==> src/rtl/hostbr_pkg.sv <==
package hostbr_pkg;

    localparam int DATA_W      = 32;
    localparam int IDX_W       = 6;
    localparam int HDR_DWORDS  = 16;
    localparam int HOLD_W      = 5;
    localparam int COARSE_LO   = 16;
    localparam int COARSE_N    = 15;
    localparam int FINE_N      = 16;
    localparam int DEC_MASK_W  = COARSE_LO + COARSE_N;

    localparam logic [IDX_W-1:0] IDX_WIN_MASK = 6'd16;
    localparam logic [IDX_W-1:0] IDX_MODE     = 6'd17;
    localparam logic [IDX_W-1:0] IDX_HOLD     = 6'd18;

    localparam logic [HOLD_W-1:0] HOLD_RST    = 5'd8;
    localparam logic [15:0]       CMD_FIXED   = 16'h0016;
    localparam logic [7:0]        CLS_FIXED   = 8'h08;
    localparam logic [23:0]       CLASS_FIXED = 24'h060000;
    localparam logic [7:0]        FINE_TOP    = 8'hF0;

    typedef struct packed {
        logic [DATA_W-1:0] win_mask;
        logic [DATA_W-1:0] mode;
        logic [HOLD_W-1:0] hold;
    } vend_regs_t;

    function automatic logic [DATA_W-1:0] rst_mask(input logic [1:0] strap);
        return DATA_W'(32'd3 << {strap, 1'b0});
    endfunction

    function automatic logic [DATA_W-1:0] rst_mode(input logic [1:0] strap);
        return {{(DATA_W-4){1'b0}}, strap, 2'b11};
    endfunction

endpackage

==> src/rtl/hostbr_hdr.sv <==
module hostbr_hdr
    import hostbr_pkg::*;
#(
    parameter logic [15:0] VENDOR_ID = 16'h1A2B,
    parameter logic [15:0] DEVICE_ID = 16'h0003,
    parameter logic [7:0]  REV_ID    = 8'h05
) (
    input  logic [3:0]        hdr_idx,
    output logic [DATA_W-1:0] hdr_rdata
);

    // Fixed header image; writes never reach this module.
    always_comb begin
        case (hdr_idx)
            4'd0:    hdr_rdata = {DEVICE_ID, VENDOR_ID};
            4'd1:    hdr_rdata = {16'h0000, CMD_FIXED};
            4'd2:    hdr_rdata = {CLASS_FIXED, REV_ID};
            4'd3:    hdr_rdata = {24'h000000, CLS_FIXED};
            default: hdr_rdata = '0;
        endcase
    end

endmodule

==> src/rtl/hostbr_vregs.sv <==
module hostbr_vregs
    import hostbr_pkg::*;
(
    input  logic              clk,
    input  logic              rst_n,
    input  logic [1:0]        strap,
    input  logic              wr,
    input  logic [IDX_W-1:0]  idx,
    input  logic [DATA_W-1:0] wdata,
    output logic [DATA_W-1:0] win_mask,
    output logic [DATA_W-1:0] vend_rdata
);

    vend_regs_t regs_d, regs_q, regs_rst;

    always_comb begin
        regs_rst.win_mask = rst_mask(strap);
        regs_rst.mode     = rst_mode(strap);
        regs_rst.hold     = HOLD_RST;

        regs_d = regs_q;
        if (wr) begin
            case (idx)
                IDX_WIN_MASK: regs_d.win_mask = wdata;
                IDX_MODE:     regs_d.mode     = wdata;
                IDX_HOLD:     regs_d.hold     = wdata[HOLD_W-1:0];
                default:      ;
            endcase
        end
    end

    always_ff @(posedge clk) begin
        if (!rst_n) regs_q <= regs_rst;
        else        regs_q <= regs_d;
    end

    always_comb begin
        case (idx)
            IDX_WIN_MASK: vend_rdata = regs_q.win_mask;
            IDX_MODE:     vend_rdata = regs_q.mode;
            IDX_HOLD:     vend_rdata = {{(DATA_W-HOLD_W){1'b0}}, regs_q.hold};
            default:      vend_rdata = '0;
        endcase
    end

    assign win_mask = regs_q.win_mask;

    // mask reset value follows the strap
    p_rst_mask_r1: assert property (@(posedge clk)
        !rst_n |=> regs_q.win_mask == (32'd3 << (2 * $past(strap))));

    // mode and hold-off reset values
    p_rst_mode_r2: assert property (@(posedge clk)
        !rst_n |=> (regs_q.mode == {28'd0, $past(strap), 2'b11}) && (regs_q.hold == 5'd8));

    // full-width store of mask and mode
    p_full_store_r7: assert property (@(posedge clk) disable iff (!rst_n)
        (wr && (idx == IDX_WIN_MASK)) |=> regs_q.win_mask == $past(wdata));

    // hold-off keeps only its low bits
    p_hold_trunc_r8: assert property (@(posedge clk) disable iff (!rst_n)
        (wr && (idx == IDX_HOLD)) |=> vend_rdata[DATA_W-1:HOLD_W] == '0 || idx != IDX_HOLD);

    // writes to other indices leave every register untouched
    p_other_wr_r11: assert property (@(posedge clk) disable iff (!rst_n)
        (wr && idx != IDX_WIN_MASK && idx != IDX_MODE && idx != IDX_HOLD)
        |=> $stable(regs_q));

endmodule

==> src/rtl/hostbr_windec.sv <==
module hostbr_windec
    import hostbr_pkg::*;
(
    input  logic [DEC_MASK_W-1:0] dec_mask,
    input  logic [7:0]            addr_top,
    output logic                  hit
);

    logic [COARSE_N-1:0] coarse_match;
    logic [FINE_N-1:0]   fine_match;

    // One comparator per 256 MB region.
    for (genvar i = 0; i < COARSE_N; i++) begin : g_coarse
        assign coarse_match[i] = dec_mask[COARSE_LO + i] && (addr_top[7:4] == 4'(i));
    end

    // One comparator per 16 MB slice of the topmost region.
    for (genvar j = 0; j < FINE_N; j++) begin : g_fine
        assign fine_match[j] = dec_mask[j] && (addr_top == (FINE_TOP + 8'(j)));
    end

    assign hit = (|coarse_match) || (|fine_match);

endmodule

==> src/rtl/hostbr_window_cfg.sv <==
module hostbr_window_cfg
    import hostbr_pkg::*;
#(
    parameter logic [15:0] VENDOR_ID = 16'h1A2B,
    parameter logic [15:0] DEVICE_ID = 16'h0003,
    parameter logic [7:0]  REV_ID    = 8'h05
) (
    input  logic        clk,
    input  logic        rst_n,
    input  logic [1:0]  bridge_id,
    input  logic        cfg_wr,
    input  logic [5:0]  cfg_idx,
    input  logic [31:0] cfg_wdata,
    output logic [31:0] cfg_rdata,
    input  logic [31:0] probe_addr,
    output logic        window_hit
);

    logic [DATA_W-1:0] hdr_rdata;
    logic [DATA_W-1:0] vend_rdata;
    logic [DATA_W-1:0] win_mask;
    logic [23:0]       unused_addr_low;

    assign unused_addr_low = probe_addr[23:0];

    hostbr_hdr #(
        .VENDOR_ID (VENDOR_ID),
        .DEVICE_ID (DEVICE_ID),
        .REV_ID    (REV_ID)
    ) u_hdr (
        .hdr_idx   (cfg_idx[3:0]),
        .hdr_rdata (hdr_rdata)
    );

    hostbr_vregs u_vregs (
        .clk        (clk),
        .rst_n      (rst_n),
        .strap      (bridge_id),
        .wr         (cfg_wr),
        .idx        (cfg_idx),
        .wdata      (cfg_wdata),
        .win_mask   (win_mask),
        .vend_rdata (vend_rdata)
    );

    hostbr_windec u_dec (
        .dec_mask (win_mask[DEC_MASK_W-1:0]),
        .addr_top (probe_addr[31:24]),
        .hit      (window_hit)
    );

    assign cfg_rdata = (int'(cfg_idx) < HDR_DWORDS) ? hdr_rdata : vend_rdata;

    // an enabled coarse region always hits
    p_coarse_hit_r3: assert property (@(posedge clk) disable iff (!rst_n)
        (probe_addr[31:28] != 4'hF && win_mask[16 + probe_addr[31:28]]) |-> window_hit);

    // an enabled fine slice always hits
    p_fine_hit_r4: assert property (@(posedge clk) disable iff (!rst_n)
        (probe_addr[31:28] == 4'hF && win_mask[probe_addr[27:24]]) |-> window_hit);

    // no enabled decode bit means no hit
    p_zero_mask_r5: assert property (@(posedge clk) disable iff (!rst_n)
        (win_mask[30:0] == '0) |-> !window_hit);

    // with address and mask held, hit does not move
    p_hit_stable_r6: assert property (@(posedge clk) disable iff (!rst_n)
        ($stable(probe_addr) && $stable(win_mask)) |-> $stable(window_hit));

    // fixed command and cache-line-size dwords
    p_hdr_fixed_r9: assert property (@(posedge clk) disable iff (!rst_n)
        (cfg_idx == 6'd1) |-> cfg_rdata == 32'h0000_0016);

    // class and revision dword
    p_class_r10: assert property (@(posedge clk) disable iff (!rst_n)
        (cfg_idx == 6'd2) |-> cfg_rdata == {24'h060000, REV_ID});

    // unimplemented vendor indices read zero
    p_unimpl_zero_r11: assert property (@(posedge clk) disable iff (!rst_n)
        (cfg_idx > 6'd18) |-> cfg_rdata == 32'h0);

endmodule

==> config.mk <==
export PLATFORM = sky130hd
export DESIGN_NAME = hostbr_window_cfg
export DESIGN_NICKNAME = d
export VERILOG_FILES = /design/src/rtl/hostbr_pkg.sv /design/src/rtl/hostbr_hdr.sv /design/src/rtl/hostbr_vregs.sv /design/src/rtl/hostbr_windec.sv /design/src/rtl/hostbr_window_cfg.sv
export SDC_FILE = /design/constraint.sdc
export NUM_CORES = 1
export LEC_CHECK = 0
export BUFFER_PORTS_ARGS = -buffer_cell sky130_fd_sc_hd__buf_2
export CORE_MARGIN = 2
export CORE_UTILIZATION = 55
export CTS_BUF_LIST = sky130_fd_sc_hd__clkbuf_16
export DETAILED_ROUTE_END_ITERATION = 10
export PLACE_DENSITY = 0.87
export SYNTH_ARGS = -nofsm -noshare
export SYNTH_HDL_FRONTEND = slang
export SYNTH_SLANG_ARGS = --single-unit
==> constraint.sdc <==
create_clock -name clk -period 4 [get_ports clk]
set_clock_uncertainty 0.2 [all_clocks]
set_input_delay 0.4 -clock clk [delete_from_list [all_inputs] [get_ports clk]]
set_output_delay 0.4 -clock clk [all_outputs]
set_load 0.1 [all_outputs]
==> out/qor.csv, run 1 <==
metric,value,unit
status,"complete, no violations",
register area,1720,µm²
share of cells above drive strength 1,24.4,%
Post-CTS Hold Fix Bufs,0,
IO Pins,108,
via count,3252,
Overall Global Routing Usage,26.7,%
MaxCap Viol Count,0,
Area contributors post-synth,"edfxtp_1 29%, dfxtp_1 20%, a21boi_0 6.0%, a22o_1 5.7%, nand2_1 5.0%",
clk sinks,69,
Area Growth Syn to Fin,19.1,%
Multi-input gate area,1600,µm²
Mapped Cells,366,
Main synth FF type,dfxtp_1,
Tcrit/Tclk final,75.0,%
DPL Wire Length,6.10,mm
WP data arrival,2.40,ns
Initial Util,56.0,%
Required @ worst endpoint,3.40,ns
final setup fails,0,
number of synthesized register bits,69,
post-CTS setup buffer count,0,
"CP delay by family, top",buffers and inverters,
Yosys warning total,0,
Yosys top cell by area,edfxtp_1,
drt total wl,9.42,mm
# H-tree levels,3,
Die Area,7050,µm²
clk_lat worst skew,0.33,ns
first-pass GRT wire length,14.8,mm
post-synth net total,441,
CP Class,primary input to primary output,
Wirelength per Cell,18.3,µm
"Buf+Inv Stages, Crit Path",3,
worst path cell trace,"buf_2, or3_1, nor4_4, buf_4, nand2_1, o21ai_0, buf_2",
Crit. End Element,primary output,
Hold/Removal Path Class,primary input to flip-flop,
I/O Buffers,83,
post-synthesis sequential area ratio,48.9,%
row count,29,
final slew viol count,0,
"Reg clk slew, reported paths",0.06,ns
Routed Antenna Nets,0,
cell repeated most along the worst path,buf_2,
Mapped Avg Cell Area,9.61,µm²
pin count of the biggest net entering global routing,69,
Pre-antenna DRT Iters,6,
nets,508,
Critical-path top delay cell,or3_1,
DR vias/cell,6.31,
Slew @ Worst Pin,0.992,ns
DR iter-0 viols,395,
core area,6280,µm²
Clock Tree Buf Depth,2,
Max VDD drop,0.320,mV
Max Fclk,0.333,GHz
Post-synth EDFFs,34,
PwrDens,397,nW/µm²
CP Launch Type,primary input,
Diodes inserted,0,
Worst path max stage delay,0.61,ns
endpoints failing hold,0,
"Distinct cells, synth",35,
vias in the first global route,3119,
TNS Setup,0,ns
ys async rst share,0,%
grt ovf,0,
TritonCTS Buffers,9,
GPL Wtd Cong,0.890,
Resized cells post-CTS,0,
initial antenna violation count,0,
CTS tree,done,
crit path max fanout,25,
leak pwr,1.76,nW
Synth top area share,29.0,%
die height,84.0,µm
flop2flop setup slack,3.06,ns
Die X,84.0,µm
area of the mapped netlist,3520,µm²
crit path time final,3.00,ns
slew margin rel.,33.9,%
RSZ-0062 raised after global routing,no,
fillcell total,501,
Root Driver,clkbuf_16,
post-layout util,66.8,%
DR DRC count,0,
[path summary, 6_finish.rpt]
path                                        start                               to  depth (start not counted)
setup reg to reg  u_vregs.regs_q[17]$_SDFFE_PN0P_  u_vregs.regs_q[17]$_SDFFE_PN0P_                          2
setup / recovery                       cfg_idx[3]                     cfg_rdata[0]                          7
hold reg to reg   u_vregs.regs_q[21]$_SDFFE_PN0P_  u_vregs.regs_q[21]$_SDFFE_PN0P_                          2
hold / removal                      cfg_wdata[15]  u_vregs.regs_q[20]$_SDFFE_PN0P_                          3
[per-layer routing]
metal  wire, µm  vias to the layer above  GRT usage, %
met5          0                        -             0
met1       3450                     1542          31.7
met3        961                       27          7.42
met4        256                        0          10.6
li1           -                     1473             -
met2       4750                      210          45.7
[synth_stat cells, types with 3 or more instances]
cell type   n
and3b_1     4
inv_1      11
a22o_1     23
a21oi_1    23
dfxtp_1    35
edfxtp_1   34
buf_2      10
nand2_1    47
nor2b_1     6
mux2i_1     8
o22ai_1     3
and3_1     26
a21boi_0   28
nand3_1    34
nor3_1      9
nor2_1      6
o21ai_0     9
mux4_2      5
clkbuf_1   19
buf_1       3
[cells by family after synthesis]
family | share of synthesized area, %
buffers and inverters | 5.58
multiplexers | 5.80
AO/OA/AOI/OAI | 18.8
flip-flops | 48.9
AND/OR/NAND/NOR | 20.8
[layout make-up]
class,count,area share [%]
clock inverter,7,0.627
clock buffer,9,5.37
multi-input combinational,252,38.2
sequential,69,41.1
inverter,11,0.985
timing repair buffer,90,11.5
tap,77,2.30
[state kept, by name, summed over array words and instances (netlist names)]
name	flops
u_vregs.regs_q	37
u_vregs.win_mask	32
[report_power, final]
part	switching (W)	internal, W	total, W
logic	0.000129	0.0000668	0.000196
clock network	0.000271	0.000403	0.000674
registers	0.0000179	0.000775	0.000793
total	0.000418	0.00125	0.00166
[tightest hold or removal path: cells and delay by family]
kind | cells | cell delay (ns)
AO/OA/AOI/OAI | 1 | 0.07
buffers and inverters | 1 | 0.10
AND/OR/NAND/NOR | 1 | 0.05
[through the flow]
| stage | worst slack [ns] | hold WS, ns | cell area [µm²] | total power, W | cells |
|---|---|---|---|---|---|
| after floorplan | 0.220 | 0.233 | 3520 | 0.000929 | 366 |
| after global placement | 1.06 | 0.250 | 3940 | 0.000992 | 499 |
| after detailed placement | 1.01 | 0.260 | 3940 | 0.000998 | 499 |
| after CTS | 1.01 | 0.151 | 4190 | 0.00166 | 515 |
| after global routing | 0.879 | 0.156 | 4190 | 0.00171 | 515 |
| final | 0.999 | 0.146 | 4190 | 0.00166 | 515 |
[cell usage in the layout (no fill, tap or decap), types with 3 or more instances in the layout]
| cell type | count |
|---|---|
| o21ai_0 | 9 |
| nor2b_1 | 6 |
| clkinv_1 | 5 |
| buf_4 | 6 |
| and3b_1 | 4 |
| nand2_1 | 47 |
| edfxtp_1 | 34 |
| clkbuf_16 | 9 |
| a22o_1 | 23 |
| nand3_1 | 34 |
| mux2i_1 | 8 |
| buf_2 | 83 |
| and3_1 | 26 |
| nor3_1 | 9 |
| o22ai_1 | 3 |
| inv_1 | 13 |
| a21boi_0 | 28 |
| dfxtp_1 | 35 |
| mux4_2 | 5 |
| nor2_1 | 6 |
| a21oi_1 | 23 |
Power figures use the tool's default switching activity.
==> run 2: changes to the inputs <==
--- a/config.mk
+++ b/config.mk
@@ -7,10 +7,10 @@
 export LEC_CHECK = 0
 export BUFFER_PORTS_ARGS = -buffer_cell sky130_fd_sc_hd__buf_2
 export CORE_MARGIN = 2
-export CORE_UTILIZATION = 55
+export CORE_UTILIZATION = 46
 export CTS_BUF_LIST = sky130_fd_sc_hd__clkbuf_16
 export DETAILED_ROUTE_END_ITERATION = 10
-export PLACE_DENSITY = 0.87
+export PLACE_DENSITY = 0.78
 export SYNTH_ARGS = -nofsm -noshare
 export SYNTH_HDL_FRONTEND = slang
 export SYNTH_SLANG_ARGS = --single-unit
==> constraint.sdc (replaced) <==
create_clock -name clk -period 2.6 [get_ports clk]
set_clock_uncertainty 0.2 [all_clocks]
set_input_delay 0.26 -clock clk [delete_from_list [all_inputs] [get_ports clk]]
set_output_delay 0.26 -clock clk [all_outputs]
set_load 0.1 [all_outputs]
==> out/qor.csv, run 2 (synthesis results as in run 1) <==
metric,value,unit
post-CTS setup buffer count,0,
Tcrit/Tclk final,95.8,%
DR iter-0 viols,336,
"Reg clk slew, reported paths",0.06,ns
WL met3,835,µm
Hold/Removal Path Class,primary input to flip-flop,
Multi-input gate area,1600,µm²
design area,4740,µm²
clk_lat worst skew,0.34,ns
Root Driver,clkbuf_16,
Max Fclk,0.401,GHz
Overall Global Routing Usage,23.6,%
Critical-path top delay cell,mux4_2,
via count,3195,
row count,31,
Clock Tree Buf Depth,2,
fillcell total,574,
Resized cells post-CTS,0,
placed cell area,4380,µm²
Routed Antenna Nets,0,
Area Growth Syn to Fin,34.8,%
first-pass GRT wire length,15.5,mm
Pre-antenna DRT Iters,4,
DPL Wire Length,6.47,mm
I/O Buffers,83,
nets,521,
CTS tree,done,
status,"complete, no violations",
Initial Util,48.0,%
"Most flops, register",u_vregs.regs_q,
Wirelength per Cell,17.4,µm
Met1 Wirelength,3.87,mm
register area,1720,µm²
crit path max fanout,2,
# H-tree levels,3,
worst path cell trace,"mux4_2, or2_2, nand3_1, nand4_1, buf_2",
uppermost layer routed,met4,
share of cells above drive strength 1,26.8,%
RSZ-0062 raised after global routing,no,
DR vias/cell,5.81,
final setup fails,0,
Die X,91.5,µm
Max VDD drop,0.360,mV
"Buf+Inv Stages, Crit Path",1,
endpoints failing hold,0,
grt ovf,0,
Post-CTS Hold Fix Bufs,6,
final slew viol count,0,
PwrDens,585,nW/µm²
Diodes inserted,0,
clk sinks,69,
CP Launch Type,flip-flop,
CP Class,flip-flop to primary output,
die height,91.5,µm
setup ws final,0.108,ns
core area,7330,µm²
vias in the first global route,3170,
DR DRC count,0,
"commonest non-fill, non-tap cell in the layout",buf_2,
Crit. End Element,primary output,
initial antenna violation count,0,
max reg flops,37,
overall power,0.00277,W
Worst path max stage delay,0.46,ns
Die Area,8360,µm²
Slew @ Worst Pin,0.690,ns
met2 WL post-DR,4.73,mm
slew margin rel.,54.0,%
crit path time final,2.49,ns
TritonCTS Buffers,9,
Required @ worst endpoint,2.14,ns
WP data arrival,2.03,ns
"commonest non-fill, non-tap cells in the layout","59 x buf_2, 47 x nand2_1, 35 x dfxtp_1, 34 x nand3_1, 34 x edfxtp_1",
leak pwr,1.89,nW
drt total wl,9.59,mm
MaxCap Viol Count,0,
Placement Setup Slack,0.258,ns
pin count of the biggest net entering global routing,50,
"CP delay by family, top",simple AND/OR/NAND/NOR gates,
post-layout util,64.7,%
GPL Wtd Cong,0.848,
IO Pins,108,
==> run 2: cell count changes in the layout (fill, tap and decap cells not counted), moves of 3 or more <==
cell	previous run	this run
clkinv_4	0	3
buf_12	1	25
dlygate4sd3_1	0	6
buf_4	6	13
buf_2	83	59
clkinv_1	5	0
==> run 2: final timing paths <==
check	slack, ns	to	cells after the start	startpoint
worst max register to register	1.73	u_vregs.regs_q[20]$_SDFFE_PN0P_	2	u_vregs.regs_q[20]$_SDFFE_PN0P_
worst min register to register	0.26	u_vregs.regs_q[29]$_SDFFE_PN0P_	2	u_vregs.regs_q[29]$_SDFFE_PN0P_
worst min-delay path	0.0005	u_vregs.regs_q[18]$_SDFFE_PN0P_	3	cfg_wdata[13]
worst max-delay path	0.11	window_hit	5	u_vregs.win_mask[4]$_DFFE_PP_
==> run 2: power breakdown <==
group / switching [W] / internal (W)
sequential: 0.0000257 / 0.00119
combinational: 0.000202 / 0.000126
clock: 0.000485 / 0.000745
total: 0.000712 / 0.00206
==> run 2: through the flow <==
step                      setup TNS (ns)  hold WS [ns]  instances
after CTS                              0      0.000673        550
after detailed placement               0         0.258        528
after global placement                 0         0.251        528
after floorplan                    -6.30         0.188        366
final                                  0      0.000489        550
after global routing                   0       0.00594        550
==> run 2: cell type report <==
cell class | instances | area share, %
Timing Repair Buffer | 103 | 20.1
Tap cell | 99 | 2.61
Sequential cell | 69 | 36.3
Clock inverter | 7 | 1.61
Multi-Input combinational cell | 252 | 33.7
Clock buffer | 9 | 4.75
Inverter | 11 | 0.871
==> run 2: routing by layer <==
| metal | vias up | global-route usage, % |
|---|---|---|
| li1 | 1494 | - |
| met1 | 1522 | 29.4 |
| met2 | 162 | 39.0 |
| met3 | 17 | 6.56 |
| met4 | 0 | 8.59 |
| met5 | - | 0 |
==> run 2: tightest hold or removal path: cells and delay by family <==
kind | cells | cell delay (ns)
AO/OA/AOI/OAI | 1 | 0.07
buffers and inverters | 1 | 0.11
AND/OR/NAND/NOR | 1 | 0.05
